<file path="src/rtl/lldma_pkg.sv">
package lldma_pkg;
  typedef enum logic [2:0] {
    SQ_IDLE,
    SQ_FETCH,
    SQ_READ,
    SQ_WRITE,
    SQ_WBACK
  } sq_state_e;

  // descriptor word order in memory
  localparam int unsigned DESC_WORDS = 4;
  localparam int unsigned IDX_W      = $clog2(DESC_WORDS);
  localparam int unsigned W_SRC      = 0;
  localparam int unsigned W_CTLA     = 1;
  localparam int unsigned W_CTLB     = 2;
  localparam int unsigned W_NEXT     = 3;

  // control B mode fields
  localparam int unsigned SMODE_LSB = 0;
  localparam int unsigned DMODE_LSB = 4;
  localparam logic [1:0]  AM_INC    = 2'd0;
  localparam logic [1:0]  AM_DEC    = 2'd1;

  // setup offsets
  localparam logic [1:0] CFG_DST   = 2'd0;
  localparam logic [1:0] CFG_START = 2'd1;
  localparam logic [1:0] CFG_CLR   = 2'd2;
endpackage

</file>
<file path="src/rtl/lldma_step.sv">
module lldma_step
  import lldma_pkg::*;
#(
  parameter int DW   = 32,
  parameter int STEP = 4
) (
  input  logic [DW-1:0] addr_i,
  input  logic [1:0]    mode_i,
  output logic [DW-1:0] addr_o
);
  localparam logic [DW-1:0] STEP_V = DW'(STEP);

  always_comb begin
    case (mode_i)
      AM_INC:  addr_o = addr_i + STEP_V;
      AM_DEC:  addr_o = addr_i - STEP_V;
      default: addr_o = addr_i;
    endcase
  end
endmodule

</file>
<file path="src/rtl/lldma_seq.sv">
module lldma_seq
  import lldma_pkg::*;
(
  input  logic             clk,
  input  logic             rst_n,
  input  logic             start_i,
  input  logic             ack_i,
  input  logic             size_zero_i,
  input  logic             last_word_i,
  input  logic             next_zero_i,
  output sq_state_e        state_o,
  output logic [IDX_W-1:0] idx_o
);
  localparam logic [IDX_W-1:0] IDX_LAST = IDX_W'(DESC_WORDS - 1);

  sq_state_e        state_q, state_d;
  logic [IDX_W-1:0] idx_q, idx_d;

  always_comb begin
    state_d = state_q;
    idx_d   = idx_q;
    case (state_q)
      SQ_IDLE: begin
        if (start_i) begin
          state_d = SQ_FETCH;
          idx_d   = '0;
        end
      end
      SQ_FETCH: begin
        if (ack_i) begin
          idx_d = idx_q + 1'b1;
          if (idx_q == IDX_LAST) state_d = size_zero_i ? SQ_WBACK : SQ_READ;
        end
      end
      SQ_READ: begin
        if (ack_i) state_d = SQ_WRITE;
      end
      SQ_WRITE: begin
        if (ack_i) state_d = last_word_i ? SQ_WBACK : SQ_READ;
      end
      SQ_WBACK: begin
        if (ack_i) begin
          state_d = next_zero_i ? SQ_IDLE : SQ_FETCH;
          idx_d   = '0;
        end
      end
      default: state_d = SQ_IDLE;
    endcase
  end

  always_ff @(posedge clk or negedge rst_n) begin
    if (!rst_n) begin
      state_q <= SQ_IDLE;
      idx_q   <= '0;
    end else begin
      state_q <= state_d;
      idx_q   <= idx_d;
    end
  end

  assign state_o = state_q;
  assign idx_o   = idx_q;

  a_r9_fetch_follows_wb: assert property (@(posedge clk) disable iff (!rst_n)
    (state_q == SQ_WBACK && ack_i && !next_zero_i) |=> (state_q == SQ_FETCH && idx_q == '0));

  a_r3_fetch_holds_word: assert property (@(posedge clk) disable iff (!rst_n)
    (state_q == SQ_FETCH && !ack_i) |=> $stable(idx_q));

  a_r10_end_to_idle: assert property (@(posedge clk) disable iff (!rst_n)
    (state_q == SQ_WBACK && ack_i && next_zero_i) |=> (state_q == SQ_IDLE));
endmodule

</file>
<file path="src/rtl/lldma_irq.sv">
module lldma_irq (
  input  logic clk,
  input  logic rst_n,
  input  logic wb_done_i,
  input  logic last_i,
  input  logic clr_i,
  output logic buf_irq_o,
  output logic chain_irq_o,
  output logic pend_o
);
  logic buf_q, chain_q, pend_q, pend_d;

  always_comb begin
    pend_d = pend_q;
    if (wb_done_i)  pend_d = 1'b1;
    else if (clr_i) pend_d = 1'b0;
  end

  always_ff @(posedge clk or negedge rst_n) begin
    if (!rst_n) begin
      buf_q   <= 1'b0;
      chain_q <= 1'b0;
      pend_q  <= 1'b0;
    end else begin
      buf_q   <= wb_done_i;
      chain_q <= wb_done_i & last_i;
      pend_q  <= pend_d;
    end
  end

  assign buf_irq_o   = buf_q;
  assign chain_irq_o = chain_q;
  assign pend_o      = pend_q;

  a_r11_single_pulse: assert property (@(posedge clk) disable iff (!rst_n)
    buf_q |=> !buf_q);

  a_r11_pend_with_pulse: assert property (@(posedge clk) disable iff (!rst_n)
    buf_q |-> pend_q);

  a_r10_chain_single: assert property (@(posedge clk) disable iff (!rst_n)
    chain_q |=> !chain_q);
endmodule

</file>
<file path="src/rtl/lldma_chan.sv">
module lldma_chan
  import lldma_pkg::*;
#(
  parameter int DW     = 32,
  parameter int SIZE_W = 16
) (
  input  logic          clk,
  input  logic          rst_n,
  input  logic          cfg_we,
  input  logic [1:0]    cfg_addr,
  input  logic [DW-1:0] cfg_wdata,
  output logic          mem_req,
  output logic          mem_we,
  output logic [DW-1:0] mem_addr,
  output logic [DW-1:0] mem_wdata,
  input  logic          mem_ack,
  input  logic [DW-1:0] mem_rdata,
  output logic          busy,
  output logic          buf_irq,
  output logic          buf_pend,
  output logic          chain_irq
);
  localparam int            WORD_BYTES = DW / 8;
  localparam int            BSH        = $clog2(WORD_BYTES);
  localparam logic [DW-1:0] DONE_MASK  = {1'b1, {(DW-1){1'b0}}};
  localparam logic [DW-1:0] CTLA_OFS   = DW'(W_CTLA) << BSH;
  localparam int            NPTR       = 2;  // 0 source, 1 destination

  // synchronous release of the asynchronous reset
  logic [1:0] rst_sync_q;
  logic       rst_in_n;
  always_ff @(posedge clk or negedge rst_n) begin
    if (!rst_n) rst_sync_q <= 2'b00;
    else        rst_sync_q <= {rst_sync_q[0], 1'b1};
  end
  assign rst_in_n = rst_sync_q[1];

  sq_state_e        state;
  logic [IDX_W-1:0] idx;

  logic [DW-1:0] ptr_q, next_q, ctla_q, data_q;
  logic [1:0]    smode_q, dmode_q;
  logic [NPTR-1:0][DW-1:0] aptr_q, aptr_step;
  logic [NPTR-1:0][1:0]    amode;

  logic [SIZE_W-1:0] size_cur;
  logic start, clr, size_zero, last_word, next_zero, wb_done;
  logic fetch_ack, read_ack, write_ack;

  assign size_cur  = ctla_q[SIZE_W-1:0];
  assign size_zero = (size_cur == '0);
  assign last_word = (size_cur == SIZE_W'(1));
  assign next_zero = (next_q == '0);
  assign start     = cfg_we && (cfg_addr == CFG_START) && (state == SQ_IDLE);
  assign clr       = cfg_we && (cfg_addr == CFG_CLR) && cfg_wdata[0];
  assign fetch_ack = (state == SQ_FETCH) && mem_ack;
  assign read_ack  = (state == SQ_READ) && mem_ack;
  assign write_ack = (state == SQ_WRITE) && mem_ack;
  assign wb_done   = (state == SQ_WBACK) && mem_ack;
  assign busy      = (state != SQ_IDLE);

  assign amode[0] = smode_q;
  assign amode[1] = dmode_q;

  for (genvar g = 0; g < NPTR; g++) begin : g_step
    lldma_step #(.DW(DW), .STEP(WORD_BYTES)) i_step (
      .addr_i (aptr_q[g]),
      .mode_i (amode[g]),
      .addr_o (aptr_step[g])
    );
  end

  lldma_seq i_seq (
    .clk         (clk),
    .rst_n       (rst_in_n),
    .start_i     (start),
    .ack_i       (mem_ack),
    .size_zero_i (size_zero),
    .last_word_i (last_word),
    .next_zero_i (next_zero),
    .state_o     (state),
    .idx_o       (idx)
  );

  lldma_irq i_irq (
    .clk         (clk),
    .rst_n       (rst_in_n),
    .wb_done_i   (wb_done),
    .last_i      (next_zero),
    .clr_i       (clr),
    .buf_irq_o   (buf_irq),
    .chain_irq_o (chain_irq),
    .pend_o      (buf_pend)
  );

  // datapath registers with explicit enables
  always_ff @(posedge clk or negedge rst_in_n) begin
    if (!rst_in_n) begin
      ptr_q   <= '0;
      next_q  <= '0;
      ctla_q  <= '0;
      data_q  <= '0;
      smode_q <= AM_INC;
      dmode_q <= AM_INC;
      aptr_q  <= '0;
    end else begin
      if (start) ptr_q <= cfg_wdata;
      else if (wb_done && !next_zero) ptr_q <= next_q;

      if (cfg_we && (cfg_addr == CFG_DST) && (state == SQ_IDLE)) aptr_q[1] <= cfg_wdata;
      else if (write_ack) aptr_q[1] <= aptr_step[1];

      if (fetch_ack && (idx == IDX_W'(W_SRC))) aptr_q[0] <= mem_rdata;
      else if (read_ack) aptr_q[0] <= aptr_step[0];

      if (fetch_ack && (idx == IDX_W'(W_CTLA))) ctla_q <= mem_rdata & ~DONE_MASK;
      else if (write_ack) ctla_q <= {ctla_q[DW-1:SIZE_W], size_cur - 1'b1};

      if (fetch_ack && (idx == IDX_W'(W_CTLB))) begin
        smode_q <= mem_rdata[SMODE_LSB +: 2];
        dmode_q <= mem_rdata[DMODE_LSB +: 2];
      end

      if (fetch_ack && (idx == IDX_W'(W_NEXT))) next_q <= mem_rdata;

      if (read_ack) data_q <= mem_rdata;
    end
  end

  // memory master outputs
  always_comb begin
    mem_req   = 1'b0;
    mem_we    = 1'b0;
    mem_addr  = '0;
    mem_wdata = '0;
    case (state)
      SQ_FETCH: begin
        mem_req  = 1'b1;
        mem_addr = ptr_q + (DW'(idx) << BSH);
      end
      SQ_READ: begin
        mem_req  = 1'b1;
        mem_addr = aptr_q[0];
      end
      SQ_WRITE: begin
        mem_req   = 1'b1;
        mem_we    = 1'b1;
        mem_addr  = aptr_q[1];
        mem_wdata = data_q;
      end
      SQ_WBACK: begin
        mem_req   = 1'b1;
        mem_we    = 1'b1;
        mem_addr  = ptr_q + CTLA_OFS;
        mem_wdata = ctla_q | DONE_MASK;
      end
      default: ;
    endcase
  end

  a_r8_done_clear_in_flight: assert property (@(posedge clk) disable iff (!rst_in_n)
    (state == SQ_READ || state == SQ_WRITE) |-> !ctla_q[DW-1]);

  a_r7_wb_word_fields: assert property (@(posedge clk) disable iff (!rst_in_n)
    (state == SQ_WBACK) |-> (mem_we && mem_wdata[DW-1] && (mem_wdata[SIZE_W-1:0] == '0)));

  a_r2_dst_locked_while_busy: assert property (@(posedge clk) disable iff (!rst_in_n)
    (busy && cfg_we && (cfg_addr == CFG_DST) && !write_ack) |=> $stable(aptr_q[1]));

  a_r4_idle_no_access: assert property (@(posedge clk) disable iff (!rst_in_n)
    !busy |-> !mem_req);

  a_r10_chain_ends_idle: assert property (@(posedge clk) disable iff (!rst_in_n)
    chain_irq |-> (buf_irq && !busy));
endmodule

</file>
<file path="config.mk">
export PLATFORM = sky130hd
export DESIGN_NAME = lldma_chan
export DESIGN_NICKNAME = d
export VERILOG_FILES = /design/src/rtl/lldma_pkg.sv /design/src/rtl/lldma_step.sv /design/src/rtl/lldma_seq.sv /design/src/rtl/lldma_irq.sv /design/src/rtl/lldma_chan.sv
export SDC_FILE = /design/constraint.sdc
export NUM_CORES = 1
export LEC_CHECK = 0
export ABC_CLOCK_PERIOD_IN_PS = 8800
export BUFFER_PORTS_ARGS = -buffer_cell sky130_fd_sc_hd__buf_2
export CAP_MARGIN = 10
export CORE_MARGIN = 2
export CORE_UTILIZATION = 43
export CTS_CLUSTER_SIZE = 20
export DETAILED_ROUTE_END_ITERATION = 10
export GPL_ROUTABILITY_DRIVEN = 0
export GPL_TIMING_DRIVEN = 1
export SLEW_MARGIN = 20
export SYNTH_ARGS = -nofsm -noshare
export SYNTH_HDL_FRONTEND = slang
export SYNTH_SLANG_ARGS = --single-unit
</file>
<file path="constraint.sdc">
create_clock -name clk -period 8.8 [get_ports clk]
set_input_delay 1.76 -clock clk [delete_from_list [all_inputs] [get_ports clk]]
set_output_delay 1.76 -clock clk [all_outputs]
set_load 0.1 [all_outputs]
</file>
==> qor.log, run 1 <==
qor: critical_path.critPathTopFamily simple AND/OR/NAND/NOR gates
qor: route.vias 11,446
qor: floorplan.die-width 179 um
qor: synth.ys.flop_type dfrtp_1
qor: sta.finalSetupViolCount 0
qor: hold_path.hold_path.class reg -> async
qor: critical_path.path_common_cell nor2_1
qor: critical_path.reg2reg_slack 4660 ps
qor: critical_path.critical-path-max-stage-delay 780 ps
qor: sta.slew-limit-headroom 23.7%
qor: sta.period_utilization_post_route 75.5%
qor: sta.totalNegativeSetupSlack 0 ps
qor: global_routing.grt_start_max_net_pins 79
qor: synth.post_synth_num_cell_types 65
qor: synth.avgSynthCellArea 9.32 um^2
qor: global_routing.grtUsageMet2 41.6%
qor: critical_path.endpoint_kind primary output
qor: global_routing.antenna_found_initial 1
qor: route.drt-wirelength-per-cell 20.7 um
qor: critical_path.crit_type reg -> out
qor: floorplan.dieHeight 179 um
qor: clock_network.post_cts_resized 0
qor: route.drt_iter0_drc 851
qor: synth.synth_edf_count 0
qor: synth.synth_top_cell_by_area dfrtp_1
qor: flow_run.max-cap-violations 0
qor: power_and_ir_drop.seq_power_share 28.5%
qor: global_routing.gr-usage-met3 2.88%
qor: clock_network.cts_made_buffers 23
qor: synth.register_area_share_after_synthesis 38.8%
qor: global_routing.busiest_layer met2
qor: critical_path.worstPathArrival 4880 ps
qor: synth.yosysWarningCount 0
qor: clock_network.h-tree-depth 1
qor: sta.worstMarginPinSlew 1140 ps
qor: synth.ys_seq_elements 205
qor: critical_path.cp_num_cells 13
qor: synth.ys_async_sr_fraction 100%
qor: synth.post-synth-top-area-fraction 38.8%
qor: route.drt_drc_violations_left 0
qor: critical_path.crit_path_start_kind flip-flop
qor: power_and_ir_drop.total_switching_power 0.00335 W
qor: clock_network.cts_setup_buffers 0
qor: route.drt_pre_antenna_iters 6
qor: global_routing.grt-ovfl-total 0
qor: power_and_ir_drop.clock_power_share 15.3%
qor: power_and_ir_drop.cellInternalPower 0.00333 W
qor: layout.final_layout_size_suffix_gt1_share 18.9%
qor: sta.fmaxAchievable 0.150 GHz
qor: sta.setup_repair_after_global_routing_missed_its_margin no
qor: power_and_ir_drop.comb_power_share 56.2%
qor: clock_network.clock_latency_of_the_later_clocked_register_in_the_worst_skew_pair 510 ps
qor: critical_path.timing.critical_path.cells nor3_2 -> buf_4 -> nor2_1 -> ha_1 -> a21oi_1 -> nor3b_1 -> and3_1 -> nand2_1 -> nor2_1 -> and4_1 -> xnor2_1 -> o22ai_1 -> buf_2
qor: placed_design.dp_hpwl 29,400 um
qor: critical_path.worstPathRequired 7040 ps
qor: sta.maxSlewViolCount 0
qor: synth.synth_top_cells_by_area dfrtp_1 39%, mux2_2 6.6%, ha_1 6.1%
qor: floorplan.rows 64
qor: sta.timing.hold.ws 296 ps
qor: power_and_ir_drop.power.density_cell_area 443 nW/um^2
qor: clock_network.cts_tree built
qor: layout.finish.net_count 1,659
qor: route.totalWireLength 40,000 um
qor: global_routing.grt_use_met1 33.3%
qor: critical_path.path_max_fanout 41
qor: critical_path.regToRegEndpoint aptr_q[60]
qor: power_and_ir_drop.power.static_leakage 7.18 nW
qor: floorplan.ios 140
qor: clock_network.clock_sink_count 205
qor: global_routing.grt_pass1_wl 62,400 um
qor: critical_path.cpMaxStageDelayCell dfrtp_2
qor: route.drt-vias-per-instance 5.92
qor: clock_network.clk_root_buffer_cell clkbuf_16
qor: floorplan.coreArea 30,400 um^2
qor: route.route.antenna.remaining_nets 0
qor: global_routing.first_global_vias 11,106
qor: sta.fin_skew 10.4 ps
qor: critical_path.worstReg2RegStart dmode_q[1]
qor: layout.insertedDiodeCount 0
qor: power_and_ir_drop.ir_drop 465 uV
qor: floorplan.initial_utilization 43.4%
qor: synth.synthesis.area 13,200 um^2
qor: critical_path.worstRegToRegCells 12
qor: layout.area_growth 14.1%
qor: outcome.run_status finished, final reports clean
qor: floorplan.dieArea 32,100 um^2
qor: synth.syn_nets 1,554
qor: sta.finalCriticalPeriod 6640 ps
qor: global_routing.track_usage 24.9%
qor: synth.syn_inst_count 1,417
qor: placed_design.buffer_ports.inserted 139
qor: clock_network.clkSlewWorstSetupHoldPaths 60 ps
qor: layout.final_cell_count_no_fill 1,934
qor: power_and_ir_drop.switching_share 50.1%
qor: clock_network.clock_tree.buffer_depth 3
qor: critical_path.worst-path-buf-inv 2
qor: sta.timing.final.hold_violations 0
qor: critical_path.critical_path.startpoint i_seq.state_o[0]
qor: power_and_ir_drop.finalPower 0.00668 W
qor: clock_network.cts-hold-fix-buffers 0
qor: placed_design.place_inst 1,892
-- cells in the final DEF, fill, tap and decap left out, types with 17 or more instances in the layout --
cell / synthesis / routed
dfrtp_1: 205 / 203
a21oi_1: 99 / 99
o21ai_0: 93 / 93
nand3_1: 35 / 35
a22oi_1: 53 / 53
nor2_1: 89 / 86
a22o_1: 28 / 28
buf_4: 0 / 19
o22ai_1: 26 / 26
mux2_2: 77 / 77
nand4_1: 18 / 18
a21o_1: 33 / 33
ha_1: 64 / 64
nor3_1: 20 / 19
inv_1: 32 / 32
xor2_1: 29 / 29
nand2_1: 151 / 149
mux2i_1: 66 / 66
xnor2_1: 45 / 45
nor4_1: 17 / 17
clkbuf_16: 0 / 23
buf_2: 0 / 139
-- cell type report --
| type | instances | area, um^2 |
|---|---|---|
| Clock buffer | 34 | 697 |
| Clock inverter | 7 | 113 |
| Fill cell | 2920 | 15400 |
| Inverter | 32 | 120 |
| Multi-Input combinational cell | 1101 | 7660 |
| Sequential cell | 205 | 5130 |
| Tap cell | 396 | 495 |
| Timing Repair Buffer | 159 | 858 |
-- metrics by stage --
| stage | setup slack, ps | area [um^2] | utilization, % |
|---|---|---|---|
| final | 2160 | 15100 | 49.5 |
| after global routing | 1810 | 15100 | 49.5 |
| after CTS | 2170 | 15100 | 49.5 |
| after detailed placement | 2730 | 14200 | 46.8 |
| after global placement | 2720 | 14200 | 46.8 |
| after floorplan | 2000 | 13200 | - |
-- worst max-delay path by stage --
stage                        end
finish              mem_addr[29]
global route        mem_addr[29]
CTS                 mem_addr[29]
detailed placement  mem_addr[29]
global placement    mem_addr[29]
floorplan           mem_addr[19]
-- synthesized netlist by cell type, drive strengths merged (8+ instances only) --
cell and n:
o21ai 97, or3 8, xnor2 45, a221o 11, nand4 18, a22o 29
nor4 17, nor3 21, a22oi 53, ha 64, xor2 29, o22ai 26
buf 11, nand2 151, and3 14, nand2b 12, dfrtp 205, nand3 35
inv 32, o211ai 11, a21oi 99, nor2b 12, mux2i 66, o21bai 9
a21o 33, nor2 89, mux2 77, clkbuf 67
-- cells by family (layout without fill, tap and decap cells) --
logic type,Yosys count,count (layout),share of synthesized area (%)
xor+xnor,74,74,4.91
compound gates,416,416,20.4
fa+ha+maj,67,67,6.52
flops,205,205,38.8
buf+inv,111,232,3.45
other cells,1,1,0.0284
mux,143,143,11.6
simple gates,400,400,14.3
-- flip-flops by register name, summed over array words and instances, names as in the netlist --
| name | flops |
|---|---|
| i_irq.pend_o | 1 |
| i_irq.chain_irq_o | 1 |
| dmode_q | 2 |
| i_seq.state_o | 3 |
| aptr_q | 64 |
| ctla_q | 31 |
| smode_q | 2 |
| data_q | 32 |
| ptr_q | 32 |
| i_irq.buf_irq_o | 1 |
| rst_sync_q | 2 |
| i_seq.idx_o | 2 |
| next_q | 32 |
-- power by group through the flow --
stage	Combinational (W)	Sequential, W	Clock, W
after floorplan	0.00310	0.00169	0
after global placement	0.00367	0.00191	0
after detailed placement	0.00372	0.00192	0
after CTS	0.00374	0.00191	0.00104
after global routing	0.00411	0.00197	0.00108
final	0.00375	0.00190	0.00103
-- layer usage --
layer | up-vias | wire (um)
li1 | 5435 | -
met1 | 5575 | 17600
met2 | 354 | 19000
met3 | 80 | 1970
met4 | 2 | 1530
met5 | - | 13
No activity file was read; power rests on OpenSTA's default activity.
==> inputs of run 2 (changes only) <==
--- a/config.mk
+++ b/config.mk
@@ -5,7 +5,7 @@
 export SDC_FILE = /design/constraint.sdc
 export NUM_CORES = 1
 export LEC_CHECK = 0
-export ABC_CLOCK_PERIOD_IN_PS = 8800
+export ABC_CLOCK_PERIOD_IN_PS = 6100
 export BUFFER_PORTS_ARGS = -buffer_cell sky130_fd_sc_hd__buf_2
 export CAP_MARGIN = 10
 export CORE_MARGIN = 2
==> constraint.sdc (replaced) <==
create_clock -name clk -period 6.1 [get_ports clk]
set_input_delay 1.22 -clock clk [delete_from_list [all_inputs] [get_ports clk]]
set_output_delay 1.22 -clock clk [all_outputs]
set_load 0.1 [all_outputs]
==> run 2 against run 1 <==
Net effect: via count increased by 0.26%; global-route usage increased by 0.35 points; combinational power rose by 47%; flip-flop and latch count unchanged; cell area down 0.22%; highest routed layer is now met4.
==> qor.log, run 2 (synthesis gave the netlist of run 1 again) <==
qor: outcome.run_status finished, final reports clean
qor: sta.slew-limit-headroom 31.0% [+7.3 points]
qor: clock_network.cts_setup_buffers 0 [unchanged]
qor: hold_path.hold_path.class reg -> async
qor: sta.worstMarginPinSlew 1030 ps [-114 ps]
qor: floorplan.dieArea 32,100 um^2 [unchanged]
qor: placed_design.worst_slack_after_detailed_placement 1350 ps [-1380 ps]
qor: placed_design.buffer_ports.inserted 139 [unchanged]
qor: placed_design.dp_hpwl 29,500 um [+0.36%]
qor: clock_network.clock_sink_count 205 [unchanged]
qor: floorplan.dieHeight 179 um [unchanged]
qor: layout.finish.net_count 1,664 [+0.30%]
qor: layout.final_layout_size_suffix_gt1_share 18.8% [-0.10 points]
qor: clock_network.h-tree-depth 1 [unchanged]
qor: clock_network.cts_tree built
qor: sta.post-route-worst-setup-slack 738 ps [-1420 ps]
qor: floorplan.ios 140 [unchanged]
qor: sta.fin_skew 10.0 ps [-0.338 ps]
qor: layout.largest_register_ff_count 64 [unchanged]
qor: layout.register_with_the_highest_flop_count aptr_q
qor: floorplan.coreArea 30,400 um^2 [unchanged]
qor: critical_path.worstPathArrival 4140 ps [-740 ps]
qor: route.drt_iter0_drc 892 [+4.8%]
qor: floorplan.initial_utilization 43.4% [unchanged]
qor: critical_path.worstRegToRegCells 11 [-1]
qor: global_routing.track_usage 25.3% [+0.35 points]
qor: sta.timing.final.hold_violations 0 [unchanged]
qor: route.drt_pre_antenna_iters 6 [unchanged]
qor: sta.totalNegativeSetupSlack 0 ps [unchanged]
qor: route.drt-wirelength-per-cell 21.0 um [+1.6%]
qor: sta.period_utilization_post_route 87.9%
qor: clock_network.clock_tree.buffer_depth 3 [unchanged]
qor: power_and_ir_drop.ir_drop 569 uV [+22%]
qor: route.route.antenna.remaining_nets 0 [unchanged]
qor: floorplan.die-width 179 um [unchanged]
qor: global_routing.first_global_vias 10,968 [-1.2%]
qor: clock_network.clk_root_buffer_cell clkbuf_16
qor: route.drt_drc_violations_left 0 [unchanged]
qor: flow_run.max-cap-violations 0 [unchanged]
qor: power_and_ir_drop.power.density_cell_area 637 nW/um^2 [+44%]
qor: layout.area_growth 13.9%
qor: power_and_ir_drop.power.static_leakage 7.16 nW [-0.19%]
qor: global_routing.grt_pass1_wl 63,100 um [+1.1%]
qor: global_routing.grt_start_max_net_pins 127 [+61%]
qor: floorplan.rows 64 [unchanged]
qor: sta.maxSlewViolCount 0 [unchanged]
qor: clock_network.clock_latency_of_the_later_clocked_register_in_the_worst_skew_pair 520 ps [about the same]
qor: layout.final_common_cell dfrtp_1
qor: layout.final_core_util 49.4% [-0.11 points]
qor: route.vias 11,476 [+0.26%]
qor: sta.finalCriticalPeriod 5360 ps
qor: critical_path.path_max_fanout 7 [-83%]
qor: clock_network.cts_made_buffers 25 [+8.7%]
qor: sta.finalSetupViolCount 0 [unchanged]
qor: critical_path.crit_type reg -> out
qor: critical_path.endpoint_kind primary output
qor: route.totalWireLength 40,700 um [+1.7%]
qor: layout.insertedDiodeCount 0 [unchanged]
qor: global_routing.antenna_found_initial 0 [-1]
qor: route.drt-vias-per-instance 5.92 [+0.11%]
qor: sta.fmaxAchievable 0.186 GHz
qor: critical_path.crit_path_start_kind flip-flop
qor: clock_network.clkSlewWorstSetupHoldPaths 60 ps [about the same]
qor: layout.final_cell_mix 203 x dfrtp_1, 150 x nand2_1, 139 x buf_2
qor: critical_path.worstPathRequired 4880 ps [-2160 ps]
qor: global_routing.grt-ovfl-total 0 [unchanged]
qor: layout.n_fill_cell 2,936 [+0.55%]
qor: clock_network.post_cts_resized 0 [unchanged]
qor: clock_network.cts-hold-fix-buffers 0 [unchanged]
qor: sta.setup_repair_after_global_routing_missed_its_margin no
==> run 2: cell types whose count changed in the layout (fill, tap and decap cells not counted) <==
cell / previous run / this run
buf_4: 19 / 22
bufinv_16: 3 / 0
clkbuf_1: 3 / 8
clkbuf_16: 23 / 25
clkbuf_8: 8 / 6
clkinv_2: 3 / 2
clkinvlp_4: 1 / 0
nand2_1: 149 / 150
nand2_2: 2 / 1
nand2b_1: 12 / 11
nand2b_2: 0 / 1
o31ai_1: 5 / 4
o31ai_2: 0 / 1
==> run 2: power by group <==
group	leakage (nW)	switching, W	internal [W]
Clock	0.368	0.000558	0.000818
Combinational	4.25	0.00361	0.00190
Sequential	2.55	0.000689	0.00201
Total	7.16	0.00486	0.00473
==> run 2: critical path, stage by stage, from the launching register on <==
cell     delay [ps]
dfrtp_2         410
nor2_1          200
nand2_1         220
nand2_1         140
ha_1            190
fa_1            220
nand3_1         120
nor2_1          300
and2_1          220
and3_1          330
nand4_1         330
nor2_1          220
xnor2_1          80
o22ai_1         170
buf_2           460
==> run 2: worst paths after layout <==
| path | startpoint | to | slack [ps] |
|---|---|---|---|
| worst max-delay path | i_seq.state_o[0] | mem_addr[26] | 740 |
| worst min-delay path | rst_sync_q[1] | data_q[26] | 130 |
| min in group clk | rst_sync_q[0] | rst_sync_q[1] | 350 |
| max in group asynchronous | rst_sync_q[1] | i_irq.buf_irq_o | 4820 |
| worst min register to register | rst_sync_q[1] | data_q[26] | 130 |
| worst max register to register | dmode_q[1] | aptr_q[60] | 2020 |
==> run 2: cell type report <==
cell class,count,area [um^2],share of cell area (%)
clock buffers,39,738,4.91
clock inverters,2,10.0,0.0666
inverters,32,120,0.799
multi-input cells,1101,7660,50.9
flip-flops and latches,205,5130,34.1
well taps,396,495,3.29
repair buffers,162,881,5.86
==> run 2: through the flow <==
step           hold slack [ps]  total power [W]  area (um^2)  instances
2_1_floorplan              331          0.00690        13200       1417
3_3_place_gp               121          0.00808        14300       1896
3_5_place_dp               124          0.00815        14300       1896
4_1_cts                    129          0.00957        15000       1937
5_1_grt                    138           0.0102        15000       1937
6_report                   126          0.00958        15000       1937
==> run 2: layer usage <==
metal / up-vias / track usage (%) / wire (um)
met2: 358 / 42.6 / 19600
met5: - / 0 / 0
met1: 5594 / 34.2 / 17700
li1: 5451 / - / -
met4: 0 / 7.53 / 1240
met3: 73 / 2.84 / 2220
==> inputs of run 3 (changes only) <==
--- a/config.mk
+++ b/config.mk
@@ -5,6 +5,7 @@
 export SDC_FILE = /design/constraint.sdc
 export NUM_CORES = 1
 export LEC_CHECK = 0
+export ABC_AREA = 1
 export ABC_CLOCK_PERIOD_IN_PS = 6100
 export BUFFER_PORTS_ARGS = -buffer_cell sky130_fd_sc_hd__buf_2
 export CAP_MARGIN = 10
@@ -14,7 +15,6 @@
 export DETAILED_ROUTE_END_ITERATION = 10
 export GPL_ROUTABILITY_DRIVEN = 0
 export GPL_TIMING_DRIVEN = 1
-export SLEW_MARGIN = 20
 export SYNTH_ARGS = -nofsm -noshare
 export SYNTH_HDL_FRONTEND = slang
 export SYNTH_SLANG_ARGS = --single-unit
==> run 3 against run 2 <==
Net effect: core utilization down 0.27 points; highest routed layer unchanged; hold slack better by 230 ps; register-to-register slack better by 820 ps; largest cell class unchanged; setup slack better by 17 ps.
==> qor.log, run 3 <==
qor: route.met2_length 22,300 um [+14%]
qor: clock_network.cts_made_buffers 24 [-4.0%]
qor: critical_path.worstPathArrival 4120 ps [-20 ps]
qor: global_routing.grt-ovfl-total 0 [unchanged]
qor: layout.register_with_the_highest_flop_count aptr_q
qor: synth.syn_nets 2,416 [+55%]
qor: sta.fmaxAchievable 0.187 GHz [+0.32%]
qor: floorplan.dieHeight 190 um [+6.2%]
qor: clock_network.cts_tree built
qor: clock_network.clkSlewWorstSetupHoldPaths 60 ps [about the same]
qor: power_and_ir_drop.switching_share 53.1% [+2.4 points]
qor: synth.post-synth-top-area-fraction 34.3% [-4.5 points]
qor: critical_path.crit_path_start_kind flip-flop
qor: synth.syn_inst_count 2,279 [+61%]
qor: hold_path.hold_path.class reg -> reg
qor: critical_path.regToRegEndpoint aptr_q[30]
qor: route.vias 15,148 [+32%]
qor: critical_path.reg2reg_slack 2840 ps [+820 ps]
qor: global_routing.first_global_vias 14,373 [+31%]
qor: hold_path.hold-path-cell-count 0
qor: synth.synth_top_cell_by_area dfrtp_1
qor: critical_path.worstPathRequired 4880 ps [about the same]
qor: sta.worstMarginPinSlew 1070 ps [+39.7 ps]
qor: route.drt_iter0_drc 1,211 [+36%]
qor: clock_network.h-tree-depth 1 [unchanged]
qor: clock_network.cts_setup_buffers 0 [unchanged]
qor: route.top_layer met4
qor: floorplan.die-width 190 um [+6.2%]
qor: synth.synthesis.area 14,900 um^2 [+13%]
qor: power_and_ir_drop.clock_power_share 16.7% [+2.3 points]
qor: power_and_ir_drop.power.density_cell_area 550 nW/um^2 [-14%]
qor: layout.final_layout_size_suffix_gt1_share 9.45% [-9.4 points]
qor: power_and_ir_drop.power.static_leakage 9.14 nW [+28%]
qor: clock_network.clk_root_buffer_cell clkbuf_16
qor: clock_network.clock_latency_of_the_later_clocked_register_in_the_worst_skew_pair 540 ps [+20 ps]
qor: route.drt-vias-per-instance 5.28 [-11%]
qor: synth.synth_top_cells_by_area dfrtp_1 34%, nand2_1 19%, inv_1 9.0%
qor: synth.ys_async_sr_fraction 100% [unchanged]
qor: route.route.antenna.remaining_nets 0 [unchanged]
qor: critical_path.crit_type reg -> out
qor: outcome.run_status finished, final reports clean
qor: synth.post_synth_num_cell_types 42 [-35%]
qor: sta.maxSlewViolCount 0 [unchanged]
qor: clock_network.post_cts_resized 0 [unchanged]
qor: route.totalWireLength 49,600 um [+22%]
qor: sta.finalCriticalPeriod 5340 ps [-17.2 ps]
qor: clock_network.cts-hold-fix-buffers 0 [unchanged]
qor: layout.area_growth 13.0%
qor: power_and_ir_drop.ir_drop 412 uV [-28%]
qor: synth.synth_edf_count 0 [unchanged]
qor: synth.ys.flop_type dfrtp_1
qor: layout.largest_register_ff_count 64 [unchanged]
qor: layout.final_core_util 49.2% [-0.27 points]
qor: global_routing.grt_start_max_net_pins 153 [+20%]
qor: layout.final_common_cell nand2_1
qor: global_routing.antenna_found_initial 0 [unchanged]
qor: power_and_ir_drop.total_switching_power 0.00493 W [+1.5%]
qor: synth.yosysWarningCount 0 [unchanged]
qor: sta.totalNegativeSetupSlack 0 ps [unchanged]
qor: synth.avgSynthCellArea 6.56 um^2 [-30%]
qor: sta.finalSetupViolCount 0 [unchanged]
qor: route.drt_pre_antenna_iters 5 [-1]
qor: layout.insertedDiodeCount 0 [unchanged]
qor: global_routing.track_usage 27.3% [+2.0 points]
qor: synth.synth_commonest_cells 772 x nand2_1, 360 x inv_1, 205 x dfrtp_1, 165 x o21ai_0, 160 x nor2_1
qor: route.drt-wirelength-per-cell 17.3 um [-18%]
qor: floorplan.initial_utilization 43.5% [+0.075 points]
qor: placed_design.dp_hpwl 38,300 um [+30%]
qor: critical_path.worstRegToRegCells 12 [+1]
qor: hold_path.hold-path-endpoint rst_sync_q[1]
qor: sta.slew-limit-headroom 28.6% [-2.5 points]
qor: flow_run.max-cap-violations 0 [unchanged]
qor: route.routed-wl-met3 3080 um [+39%]
qor: synth.register_area_share_after_synthesis 34.3% [-4.5 points]
qor: sta.setup_repair_after_global_routing_missed_its_margin no
qor: sta.timing.final.hold_violations 0 [unchanged]
qor: critical_path.worstReg2RegStart smode_q[1]
qor: layout.final_cell_mix 771 x nand2_1, 359 x inv_1, 204 x dfrtp_1
qor: sta.period_utilization_post_route 87.6% [-0.28 points]
qor: hold_path.hold_path.startpoint rst_sync_q[0]
qor: clock_network.clock_tree.buffer_depth 3 [unchanged]
qor: route.drt_drc_violations_left 0 [unchanged]
qor: critical_path.endpoint_kind primary output
qor: floorplan.coreArea 34,400 um^2 [+13%]
qor: power_and_ir_drop.cellInternalPower 0.00436 W [-7.8%]
qor: floorplan.ios 140 [unchanged]
qor: sta.fin_skew 20.5 ps [+10.5 ps]
qor: global_routing.grt_pass1_wl 77,700 um [+23%]
qor: clock_network.clock_sink_count 205 [unchanged]
qor: layout.finish.net_count 2,531 [+52%]
qor: critical_path.path_max_fanout 24 [+17]
qor: power_and_ir_drop.comb_power_share 57.0% [-0.5 points]
qor: floorplan.dieArea 36,300 um^2 [+13%]
qor: placed_design.buffer_ports.inserted 139 [unchanged]
qor: synth.post-synth-top-count-cell nand2_1
qor: power_and_ir_drop.seq_power_share 26.3% [-1.8 points]
qor: floorplan.rows 68 [+6.3%]
qor: synth.ys_seq_elements 205 [unchanged]
qor: route.met1_length 22,700 um [+28%]
==> run 3: power by group through the flow <==
stage	Clock, W	Sequential (W)	Combinational, W
4_1_cts	0.00158	0.00242	0.00527
3_3_place_gp	0	0.00242	0.00519
5_1_grt	0.00164	0.00250	0.00588
3_5_place_dp	0	0.00244	0.00525
2_1_floorplan	0	0.00226	0.00416
6_report	0.00155	0.00244	0.00529
==> run 3: per-layer routing <==
metal,vias up,track usage [%]
li1,7528,-
met1,7038,38.4
met2,499,44.4
met3,83,2.76
met4,0,8.14
met5,-,0
==> run 3: metrics by stage <==
step	hold WS (ps)	instance area, um^2	worst slack (ps)	cells	power [W]
6_report	353	16900	755	2867	0.00929
5_1_grt	367	16900	670	2867	0.0100
4_1_cts	358	16900	883	2867	0.00927
3_5_place_dp	344	16000	1470	2823	0.00768
3_3_place_gp	341	16000	1560	2823	0.00761
2_1_floorplan	331	14900	575	2279	0.00642
==> run 3: cell type report <==
class	count	area, um^2
sequential	205	5130
tap	455	569
clock inverter	9	160
fill	3634	17500
timing repair buffer	147	768
clock buffer	35	692
inverter	371	1390
multi-input combinational	1645	8180
==> run 3: worst max path at each step <==
stage,from,slack (ps),cells past startpoint,endpoint
final,i_seq.state_o[1],760,14,mem_addr[21]
after global routing,i_seq.state_o[1],670,14,mem_addr[15]
after global placement,i_seq.state_o[1],1560,14,mem_addr[21]
after CTS,i_seq.state_o[1],880,14,mem_addr[21]
after detailed placement,i_seq.state_o[1],1470,14,mem_addr[21]
after floorplan,i_seq.state_o[1],570,12,mem_addr[7]
==> run 3: cells by family after synthesis <==
kind of cell	share of synthesized area, %
adder cells (fa/ha/maj)	5.76
AO/OA/AOI/OAI	15.7
flip-flops	34.3
XOR/XNOR	1.41
AND/OR/NAND/NOR	31.8
other	0.0251
buffers and inverters	11.0
==> run 3: critical path: stages (launching register included) <==
cell	delay [ps]
dfrtp_1	440
nor2_2	160
nand2_2	340
inv_1	180
nor2_1	90
ha_1	280
nand2_1	50
o21ai_0	350
inv_1	130
nor2_1	400
nand3_1	270
o21ai_0	220
nand3_1	90
nand2_1	130
buf_2	450
